$ cat src/rtl/irq_capture_pkg.sv
package irq_capture_pkg;
  localparam int IRQ_LINES = 8;

  typedef struct packed {
    logic [IRQ_LINES-1:0] setLine;
    logic [IRQ_LINES-1:0] clrLine;
  } capStrobes_t;
endpackage

$ cat src/rtl/irq_capture_control.sv
module irq_capture_control
  import irq_capture_pkg::*;
#(
  parameter logic [IRQ_LINES-1:0] WRITE_MASK = 8'hF8
) (
  input  logic                 clk,
  input  logic                 rst_n,
  input  logic                 trigWrEn,
  input  logic [IRQ_LINES-1:0] trigWrData,
  input  logic [IRQ_LINES-1:0] syncLvl,
  input  logic [IRQ_LINES-1:0] lastLvl,
  input  logic [IRQ_LINES-1:0] ackClr,
  output logic [IRQ_LINES-1:0] trigMode,
  output capStrobes_t          strobes
);
  always_ff @(posedge clk) begin
    if (!rst_n) trigMode <= '0;
    else if (trigWrEn) trigMode <= trigWrData & WRITE_MASK;
  end

  for (genvar i = 0; i < IRQ_LINES; i++) begin : g_line
    always_comb begin
      if (trigMode[i]) begin
        strobes.setLine[i] = syncLvl[i];
        strobes.clrLine[i] = ~syncLvl[i];
      end else begin
        strobes.setLine[i] = syncLvl[i] & ~lastLvl[i];
        strobes.clrLine[i] = ackClr[i];
      end
    end
  end

  // stored value is filtered by the writable-bit mask
  a_r5_write_filter: assert property (@(posedge clk) disable iff (!rst_n)
    trigWrEn |=> trigMode == ($past(trigWrData) & WRITE_MASK));
endmodule

$ cat src/rtl/irq_capture_datapath.sv
module irq_capture_datapath
  import irq_capture_pkg::*;
#(
  parameter int SYNC_STAGES = 2
) (
  input  logic                 clk,
  input  logic                 rst_n,
  input  logic [IRQ_LINES-1:0] reqIn,
  input  logic [IRQ_LINES-1:0] maskIn,
  input  capStrobes_t          strobes,
  output logic [IRQ_LINES-1:0] syncLvl,
  output logic [IRQ_LINES-1:0] lastLvl,
  output logic [IRQ_LINES-1:0] pending,
  output logic [IRQ_LINES-1:0] newReq
);
  logic [IRQ_LINES-1:0] syncStage [SYNC_STAGES];

  for (genvar s = 0; s < SYNC_STAGES; s++) begin : g_sync
    always_ff @(posedge clk) begin
      if (!rst_n) syncStage[s] <= '0;
      else if (s == 0) syncStage[s] <= reqIn;
      else syncStage[s] <= syncStage[(s == 0) ? 0 : s-1];
    end
  end

  assign syncLvl = syncStage[SYNC_STAGES-1];

  always_ff @(posedge clk) begin
    if (!rst_n) begin
      lastLvl <= '0;
      pending <= '0;
      newReq  <= '0;
    end else begin
      lastLvl <= syncLvl;
      pending <= (pending & ~strobes.clrLine) | strobes.setLine;
      newReq  <= strobes.setLine & ~pending & ~maskIn;
    end
  end

  // a masked line never reports a new request
  a_r6_masked_silent: assert property (@(posedge clk) disable iff (!rst_n)
    (newReq & $past(maskIn)) == '0);
  // flag only accompanies a freshly set pending bit
  a_r11_flag_fresh: assert property (@(posedge clk) disable iff (!rst_n)
    (newReq & (~pending | $past(pending))) == '0);
  // remembered level trails the synchronized level by one cycle
  a_r4_last_tracks: assert property (@(posedge clk) disable iff (!rst_n)
    lastLvl == $past(syncLvl));
endmodule

$ cat src/rtl/irq_capture.sv
module irq_capture
  import irq_capture_pkg::*;
#(
  parameter logic [IRQ_LINES-1:0] WRITE_MASK  = 8'hF8,
  parameter int                   SYNC_STAGES = 2
) (
  input  logic                 clk,
  input  logic                 rst_n,
  input  logic [IRQ_LINES-1:0] reqIn,
  input  logic [IRQ_LINES-1:0] maskIn,
  input  logic [IRQ_LINES-1:0] ackClr,
  input  logic                 trigWrEn,
  input  logic [IRQ_LINES-1:0] trigWrData,
  output logic [IRQ_LINES-1:0] trigMode,
  output logic [IRQ_LINES-1:0] pending,
  output logic [IRQ_LINES-1:0] newReq
);
  capStrobes_t          strobes;
  logic [IRQ_LINES-1:0] syncLvl;
  logic [IRQ_LINES-1:0] lastLvl;

  irq_capture_control #(.WRITE_MASK(WRITE_MASK)) u_ctrl (
    .clk(clk), .rst_n(rst_n), .trigWrEn(trigWrEn), .trigWrData(trigWrData),
    .syncLvl(syncLvl), .lastLvl(lastLvl), .ackClr(ackClr),
    .trigMode(trigMode), .strobes(strobes)
  );

  irq_capture_datapath #(.SYNC_STAGES(SYNC_STAGES)) u_dp (
    .clk(clk), .rst_n(rst_n), .reqIn(reqIn), .maskIn(maskIn),
    .strobes(strobes), .syncLvl(syncLvl), .lastLvl(lastLvl),
    .pending(pending), .newReq(newReq)
  );

  // level-mode lines mirror the synchronized level
  a_r1_level_track: assert property (@(posedge clk) disable iff (!rst_n)
    (pending & $past(trigMode)) == ($past(syncLvl) & $past(trigMode)));
  // edge-mode pending bits only drop on an acknowledge
  a_r3_edge_hold: assert property (@(posedge clk) disable iff (!rst_n)
    ($past(pending) & ~$past(trigMode) & ~$past(ackClr) & ~pending) == '0);
  // acknowledge cannot clear a high level-mode line
  a_r8_level_ack: assert property (@(posedge clk) disable iff (!rst_n)
    ($past(trigMode) & $past(syncLvl) & $past(ackClr) & ~pending) == '0);
  // non-writable bits never hold a 1
  a_r5_fixed_edge: assert property (@(posedge clk) disable iff (!rst_n)
    (trigMode & ~WRITE_MASK) == '0);
endmodule

$ cat config.mk
export PLATFORM = sky130hd
export DESIGN_NAME = irq_capture
export DESIGN_NICKNAME = d
export VERILOG_FILES = /design/src/rtl/irq_capture_pkg.sv /design/src/rtl/irq_capture_control.sv /design/src/rtl/irq_capture_datapath.sv /design/src/rtl/irq_capture.sv
export SDC_FILE = /design/constraint.sdc
export NUM_CORES = 1
export LEC_CHECK = 0
export ABC_CLOCK_PERIOD_IN_PS = 2100
export CAP_MARGIN = 40
export CORE_UTILIZATION = 46
export DETAILED_ROUTE_END_ITERATION = 6
export MAX_ROUTING_LAYER = met4
export PLACE_DENSITY_LB_ADDON = 0.1
export SLEW_MARGIN = 0
export SYNTH_ARGS = -nofsm -noshare
export SYNTH_HDL_FRONTEND = slang
export SYNTH_HIERARCHICAL = 1
export SYNTH_SLANG_ARGS = --single-unit
$ cat constraint.sdc
create_clock -name clk -period 2.1 [get_ports clk]
set_input_delay 0.525 -clock clk [delete_from_list [all_inputs] [get_ports clk]]
set_output_delay 0.525 -clock clk [all_outputs]
set_load 0.01 [all_outputs]
After elaboration in Yosys (flattened, before gate mapping)
Memory sizes are Yosys's and may differ from the RTL's.
Index checks and enable logic that the tools add are counted.
W data, S select, Z words.
{"block": "classes", "n_mux": 14, "bitwise": 30}
{"operator": "$and A8 B8 Y8", "n": 3}
{"operator": "$not A8 Y8", "n": 3}
{"operator": "$mux W8", "n": 2}
{"operator": "$not A1 Y1", "n": 13}
{"operator": "$mux W1", "n": 12}
{"operator": "$and A1 B1 Y1", "n": 8}
{"operator": "$or A8 B8 Y8", "n": 1}
{"operator": "$or A1 B1 Y1", "n": 2}
{"block": "word_totals", "ram_bits": 16, "reg_bits": 29, "mem_count": 1}
{"memory": "u_dp.syncStage", "depth": 2, "width": 8, "read_ports": 2, "rd_clocked_by_memory_dff": 0, "write_ports": 2, "line_no": "irq_capture_datapath.sv:16", "rtl": "logic [IRQ_LINES-1:0] syncStage [SYNC_STAGES];"}

Logic depth before layout (Yosys ltp)
Gate-level depths: netlist (run 1).
An unclocked memory read counts as a cell.
{"block": "depth", "word_depth": 6, "mapped_depth": 4, "ltp_nobuf": 4}

Modules after synthesis
The synthesis (run 1) kept the hierarchy.
{"module": "irq_capture_datapath", "cells_each": 92, "n_inst": 1, "area_each_um2": 1186.1}
{"module": "irq_capture_control", "cells_each": 46, "n_inst": 1, "area_each_um2": 372.9}

Worst setup path before layout (run 1)
OpenSTA, ideal clock, no wires.
{"block": "synth_timing", "path_type": "in2reg", "start": "in trigWrEn", "end": "reg u_ctrl.trigMode[3]", "arrival_time_ns": 0.838, "path_slack_ns": 1.146, "path_stages": 3, "t_required_ns": 1.984, "setup_time_ns": 0.116, "cell_sequence": "buf_6 -> mux2i_1 -> nor2b_1"}
{"item": "from (decl)", "line_no": "irq_capture.sv:12", "rtl": "input logic trigWrEn,"}
{"item": "to (signal assigned)", "line_no": "irq_capture_control.sv:18", "rtl": "else if (trigWrEn) trigMode <= trigWrData & WRITE_MASK;"}
{"item": "to (decl)", "line_no": "irq_capture_control.sv:13", "rtl": "output logic [IRQ_LINES-1:0] trigMode,"}

Worst setup path after layout (run 1)
{"block": "layout_timing", "start": "reg u_ctrl.trigMode[4]", "end": "out trigMode[4]"}
{"item": "to (decl)", "line_no": "irq_capture.sv:14", "rtl": "output logic [IRQ_LINES-1:0] trigMode,"}
No word-level cell between the ends.

==> metrics.sh, run 1 <==
CELL_LEAKAGE_POWER_nW=0.868
SYNTH-SEQ-CELLS=45
CLK_PIN_SLEW_PS=130
CTS_HOLD_BUFFERS=0
POWER_PER_CELL_AREA_mW_PER_MM2=735
LAYOUT_MIN_CYCLE_TIME_PS=1830
FLOORPLAN.DIE.WIDTH_UM=60.2
GR-TOTAL-OVERFLOW=0
TIMING.CRITICAL_PATH.FROM_TYPE='register'
CRIT_PATH_MAX_INCR_DELAY_PS=560
VIA_TO_CELL_RATIO=4.62
DIE_AREA_MM2=0.00363
IO-PIN-COUNT=59
VIAS=1080
CRIT_BUF_INV=1
SETUP_SLACK_PS=275
DRT_WL_TOTAL_UM=2500
FINAL_CELL_MIX='sky130_fd_sc_hd__clkdlybuf4s50_1, sky130_fd_sc_hd__dfxtp_1, sky130_fd_sc_hd__and2_1'
FIRSTDRTPASSITERS=4
DRCVIOLATIONCOUNT=0
INITIAL_UTILIZATION_PCT=49.8
CLOCK_SINKS=45
YOSYSUNIQUECELLTYPES=14
CTS_TREE='done'
CRITICAL_PATH_CLASS='reg -> out'
WORST_HOLD_SLACK_AFTER_FINAL_LAYOUT_PS=445
FINAL_UTIL_PCT=68.8
NUMBER_OF_ANTENNA_VIOLATING_NETS_IN_THE_ROUTED_DESIGN=0
CORE_OUTLINE_AREA_MM2=0.00313
PIN_COUNT_OF_THE_BIGGEST_NET_ENTERING_GLOBAL_ROUTING=46
SLEW_VIOL_FINAL=0
NETLIST_AREA_MM2=0.00156
CTS.ROOT.BUFFER_CELL='sky130_fd_sc_hd__clkbuf_4'
MAXCLOCKFREQUENCY_MHz=548
CRIT_PATH_TOP_DELAY_CELL='sky130_fd_sc_hd__clkdlybuf4s50_1'
GRT_FIRST_PASS_WIRELENGTH_UM=4020
MIN_PERIOD_OVER_PERIOD_PCT=86.9
NNETSFINAL=224
DRV.MAX_CAP_VIOLATION_COUNT=0
CP_CELL_SEQUENCE='clkdlybuf4s50_1'
GRT_USAGE_PCT=15.8
PRECTSSETUPSLACK_PS=458
CTS_BUFFERS=5
ANTENNA_VIOLATIONS_BEFORE_REPAIR=0
TNS_PS=0
FAMILY_WITH_THE_MOST_DELAY_ON_THE_WORST_PATH='buffers and inverters'
HOLD_PATH.CLASS='reg -> reg'
PLACEMENTROWS=20
FINALWEIGHTEDCONGESTION=0.656
ROUTEDWLPERCELL_UM=10.7
GRT_SETUP_UNREPAIRED='false'
FRACTION_OF_FINAL_LAYOUT_CELLS_SIZED_BEYOND_DRIVE_STRENGTH_1_PCT=4.74
INSERTEDDIODECOUNT=0
SETUP-VIOLATIONS-FINAL=0
SYN_INST=138
SYNTH_WARNINGS=6
CTS_BUFFER_DEPTH=2
RUN_STATUS='finished clean'
HOLD_VIOL=0
CRIT_REQUIRED_PS=1570
SETUP_SKEW_AFTER_LAYOUT_PS=7.26
CTS_POST_SETUP_BUFFERS_INSERTED=0
TOTAL_NUMBER_OF_H_TREE_LEVELS=2
POWER.IR.VDD_WORST_mV=0.497
INSERTION_DELAY_PS=350
FLOORPLAN.DIE.HEIGHT_UM=60.2
SETUP.WORST_PATH.END_CLASS='output pin'
DETAILEDPLACEMENTHPWL_UM=1770
MOSTFREQUENTLAYOUTCELL='sky130_fd_sc_hd__clkdlybuf4s50_1'
YS_SEQ_AREA_SHARE_PCT=57.8
INITIALDRTVIOLATIONCOUNT=20
TIMING.CRITICAL_PATH.FANOUT_MAX=4
SYN_TO_FINAL_GROWTH_PCT=38.0
CRITICAL_PATH_ARRIVAL_PS=1300
CTSRESIZECOUNT=0
TOTAL_POWER_W=0.00158
SYN_AVG_CELL_AREA_UM2=11.3
FIRST_GLOBAL_VIAS=973
IO_BUFFERS=52
## state kept, by name (all words and copies together) (netlist names)
| name | cells |
|---|---|
| u_ctrl/trigMode | 5 |
| u_dp/pending | 8 |
| u_dp/syncStage | 16 |
| u_dp/newReq | 8 |
| u_dp/lastLvl | 8 |
## synth_stat cells (all sizes together)
library cell,n,area (µm²)
buf,9,71.3
conb,1,3.75
and2,24,150
inv,5,18.8
a21boi,5,37.5
o21ai,5,25.0
mux2i,5,50.1
o21a,8,60.1
clkbuf,2,10.0
nand2b,5,31.3
dfxtp,45,901
and4bb,8,100
nor2b,16,100
## kinds of logic after synthesis
logic type	count (synthesis)	synth area share [%]
flops	45	57.8
buf+inv	16	6.42
simple gates	53	24.5
other cells	1	0.241
mux	5	3.21
compound gates	18	7.87
## power breakdown
part | switching, W | leakage (nW) | total, W | internal (W)
clock network | 0.000269 | 0.0414 | 0.000522 | 0.000252
logic | 0.0000512 | 0.458 | 0.000159 | 0.000108
registers | 0.0000149 | 0.369 | 0.000901 | 0.000886
## cell type report
class	count	area, µm²
inverters	5	18.8
well taps	44	55.1
fillers	239	976
clock inverters	3	46.3
clock buffers	5	37.5
flip-flops and latches	45	901
multi-input cells	79	566
repair buffers	53	528
## metal layers
layer	global-route usage (%)	share of wire, %	up-vias
li1	-	-	541
met1	16.6	44	500
met2	26.1	49	37
met3	5.84	6.6	2
met4	6.98	0.80	0
met5	-	0	-
## final timing paths
kind | start | end | slack (ps) | depth (start not counted)
max | u_ctrl/trigMode[4]$_SDFFE_PN0P_ | trigMode[4] | 270 | 1
min | u_dp/syncStage[0][5]$_SDFF_PN0_ | u_dp/syncStage[1][5]$_SDFF_PN0_ | 440 | 1
max reg2reg | u_ctrl/trigMode[3]$_SDFFE_PN0P_ | u_dp/pending[3]$_SDFF_PN0_ | 1130 | 4
min reg2reg | u_dp/syncStage[0][5]$_SDFF_PN0_ | u_dp/syncStage[1][5]$_SDFF_PN0_ | 440 | 1
## through the flow
stage	cell area [µm²]	instances
4_1_cts	2150	234
6_report	2150	234
3_3_place_gp	2070	226
5_1_grt	2150	234
3_5_place_dp	2070	226
2_1_floorplan	1570	140
Power figures use the tool's default switching activity.
==> inputs of run 2 (changes only) <==
SLEW_MARGIN = unset   (was 0)
==> results of run 2 <==
Same layout as run 1: the final DEF is identical, and so are final timing and power.
==> inputs of run 3 (changes only) <==
ABC_AREA = 1   (was unset)
CORE_UTILIZATION = 47   (was 46)
==> metrics.sh, run 3 <==
GRT_FIRST_PASS_WIRELENGTH_UM=4220  # +5.2%
FLOORPLAN.DIE.WIDTH_UM=60.9  # +1.1%
ASYNCSETRESETFLOPFRACSYNTH_PCT=0  # unchanged
TOP_POST_SYNTHESIS_CELLS_BY_COUNT='sky130_fd_sc_hd__nand2_1, sky130_fd_sc_hd__inv_1, sky130_fd_sc_hd__dfxtp_1'
CELL_LEAKAGE_POWER_nW=1.10  # +27%
VIAS=1247  # +15%
CRITICAL_PATH_CLASS='reg -> out'
PRIMARY_FF_MASTER_SYNTH='sky130_fd_sc_hd__dfxtp_1'
DIE_AREA_MM2=0.00371  # +2.2%
GRT_SETUP_UNREPAIRED='false'
INITIALDRTVIOLATIONCOUNT=34  # +70%
FIRST_GLOBAL_VIAS=1062  # +9.1%
HOLD_PATH.CLASS='reg -> reg'
MAXCLOCKFREQUENCY_MHz=549  # +0.17%
DETAILEDPLACEMENTHPWL_UM=1910  # +7.9%
ROUTEDWLPERCELL_UM=8.64  # -19%
NETLIST_AREA_MM2=0.00163  # +4.5%
FINAL_CELL_MIX='sky130_fd_sc_hd__nand2_1, sky130_fd_sc_hd__inv_1, sky130_fd_sc_hd__clkdlybuf4s50_1'
CRIT_BUF_INV=1  # unchanged
CRIT_PATH_TOP_DELAY_CELL='sky130_fd_sc_hd__clkdlybuf4s50_1'
FRACTION_OF_FINAL_LAYOUT_CELLS_SIZED_BEYOND_DRIVE_STRENGTH_1_PCT=5.45  # +0.71 points
NUMBER_OF_ANTENNA_VIOLATING_NETS_IN_THE_ROUTED_DESIGN=0  # unchanged
CTS_POST_SETUP_BUFFERS_INSERTED=0  # unchanged
TNS_PS=0  # unchanged
SYN_AVG_CELL_AREA_UM2=7.95  # -30%
VIA_TO_CELL_RATIO=4.12  # -11%
INSERTEDDIODECOUNT=0  # unchanged
PIN_COUNT_OF_THE_BIGGEST_NET_ENTERING_GLOBAL_ROUTING=21  # -54%
RRSETUPSLACK_PS=1140  # about the same
MOSTFREQUENTLAYOUTCELL='sky130_fd_sc_hd__nand2_1'
TOTAL_NUMBER_OF_H_TREE_LEVELS=2  # unchanged
SHARE_COMB_OF_TOTAL_POWER_PCT=11.8  # +1.8 points
DRCVIOLATIONCOUNT=0  # unchanged
SYNTH_TOP_AREA_SHARE_PCT=55.3  # -2.5 points
IO-PIN-COUNT=59  # unchanged
CRIT_REQUIRED_PS=1570  # about the same
SETUP_SKEW_AFTER_LAYOUT_PS=1.98  # -5.27 ps
PWR-SHARE-CLK_PCT=26.9  # -6.1 points
CLOCK_SINKS=45  # unchanged
WORST_HOLD_SLACK_AFTER_FINAL_LAYOUT_PS=425  # -19.1 ps
POWER_PER_CELL_AREA_mW_PER_MM2=673  # -8.4%
DRV.MAX_CAP_VIOLATION_COUNT=0  # unchanged
TIMING.CRITICAL_PATH.FROM_TYPE='register'
SYN_INST=205  # +49%
P_SWITCHING_W=0.000328  # -2.1%
GR-TOTAL-OVERFLOW=0  # unchanged
SYN_TO_FINAL_GROWTH_PCT=34.5
YS_SEQ_AREA_SHARE_PCT=55.3  # -2.5 points
DRT_WL_TOTAL_UM=2620  # +4.8%
INSERTION_DELAY_PS=340  # about the same
SETUP-VIOLATIONS-FINAL=0  # unchanged
FAMILY_WITH_THE_MOST_DELAY_ON_THE_WORST_PATH='buffers and inverters'
CLK_PIN_SLEW_PS=110  # -20 ps
CTS_BUFFERS=5  # unchanged
GRT_USAGE_PCT=16.8  # +1.1 points
CORE_OUTLINE_AREA_MM2=0.00334  # +6.7%
SETUP.WORST_PATH.END_CLASS='output pin'
SYNTH_ENABLE_FLOP_CELLS=0  # unchanged
MOST_FLOPS_REGISTER='u_dp/syncStage'
ANTENNA_VIOLATIONS_BEFORE_REPAIR=0  # unchanged
SYNTH_WARNINGS=6  # unchanged
SEQUENTIAL_POWER_SHARE_PCT=61.2  # +4.2 points
PRECTSSETUPSLACK_PS=394  # -64.4 ps
CRITICAL_PATH_ARRIVAL_PS=1300  # about the same
CTSRESIZECOUNT=0  # unchanged
FIRSTDRTPASSITERS=4  # unchanged
SYNTHDOMINANTAREACELLTYPE='sky130_fd_sc_hd__dfxtp_1'
MIN_PERIOD_OVER_PERIOD_PCT=86.8  # -0.15 points
CRIT_PATH_MAX_INCR_DELAY_PS=560  # about the same
SYNTH-SEQ-CELLS=45  # unchanged
IO_BUFFERS=52  # unchanged
P_INT_W=0.00115  # -7.9%
POST-SYNTH-TOP-COUNT-CELL='sky130_fd_sc_hd__nand2_1'
INITIAL_UTILIZATION_PCT=48.8  # -1.0 points
HOLD_VIOL=0  # unchanged
CTS_TREE='done'
LARGEST_REGISTER_FFS=16  # unchanged
FLOORPLAN.DIE.HEIGHT_UM=60.9  # +1.1%
RUN_STATUS='finished clean'
NNETSFINAL=292  # +30%
P_SW_SHARE_PCT=22.2  # +1.0 points
CTS_HOLD_BUFFERS=0  # unchanged
PLACEMENTROWS=21  # +5.0%
FINALWEIGHTEDCONGESTION=0.670  # +2.1%
SETUP_SLACK_PS=278  # +3.05 ps
CTS_BUFFER_DEPTH=2  # unchanged
SLEW_VIOL_FINAL=0  # unchanged
LAYOUT_MIN_CYCLE_TIME_PS=1820  # -3.05 ps
POWER.IR.VDD_WORST_mV=0.466  # -6.1%
YOSYSUNIQUECELLTYPES=13  # -1
CP_CELL_SEQUENCE='clkdlybuf4s50_1'
TIMING.CRITICAL_PATH.FANOUT_MAX=3  # -1
CTS.ROOT.BUFFER_CELL='sky130_fd_sc_hd__clkbuf_4'
SYNTH_TOP_CELLS_BY_AREA='sky130_fd_sc_hd__dfxtp_1, sky130_fd_sc_hd__nand2_1, sky130_fd_sc_hd__inv_1'
## run 3: cell types whose count changed after synthesis, sizes merged
cell    before  now
and2        24    0
clkbuf       2    0
inv          5   54
o21a         8    0
nor2b       16    0
nor2         0   13
mux2i        5    0
nand2        0   55
and4bb       8    0
nor3         0    8
nand2b       5    0
a21oi        0    8
buf          9   11
## run 3: cell type report
class,instances,area (µm²)
Clock buffer,7,55.1
Fill cell,315,1150
Inverter,54,203
Multi-Input combinational cell,97,439
Sequential cell,45,901
Tap cell,46,57.6
Timing Repair Buffer,54,536
## run 3: power groups by stage
stage | sequential (W) | combinational [W] | clock (W)
5_1_grt | 0.000909 | 0.000199 | 0.000461
6_report | 0.000903 | 0.000175 | 0.000397
4_1_cts | 0.000904 | 0.000177 | 0.000417
3_3_place_gp | 0.000923 | 0.000173 | 0
2_1_floorplan | 0.000928 | 0.0000809 | 0
3_5_place_dp | 0.000923 | 0.000176 | 0
## run 3: kinds of logic (layout without fill, tap and decap cells)
logic type	after synthesis	after routing	synth area share [%]
buffers and inverters	65	115	18.2
AOI/OAI and AO/OA	18	18	6.30
other	1	3	0.230
DFF	45	45	55.3
and+or+nand+nor	76	76	20.0
## run 3: per-layer routing
layer  up-vias  track usage [%]  wire (µm)
met4         0             6.82         15
met1       532             17.1       1140
met2        36             27.6       1300
met5         -                -          0
li1        677                -          -
met3         2             8.32        162
## run 3: path summary, 6_finish.rpt
| check | startpoint | end | depth (start not counted) |
|---|---|---|---|
| max | u_dp/pending[4]$_SDFF_PN0_ | pending[4] | 1 |
| min | u_dp/syncStage[0][2]$_SDFF_PN0_ | u_dp/syncStage[1][2]$_SDFF_PN0_ | 2 |
| max reg2reg | u_ctrl/trigMode[4]$_SDFFE_PN0P_ | u_dp/pending[4]$_SDFF_PN0_ | 4 |
| min reg2reg | u_dp/syncStage[0][2]$_SDFF_PN0_ | u_dp/syncStage[1][2]$_SDFF_PN0_ | 2 |
## run 3: stage by stage
stage          cells  cell area, µm²  total power, W  utilization, %
2_1_floorplan    207            1640         0.00101               -
3_3_place_gp     296            2140         0.00110            64.0
3_5_place_dp     296            2140         0.00110            64.0
4_1_cts          303            2190         0.00150            65.7
5_1_grt          303            2190         0.00157            65.7
6_report         303            2190         0.00148            65.7
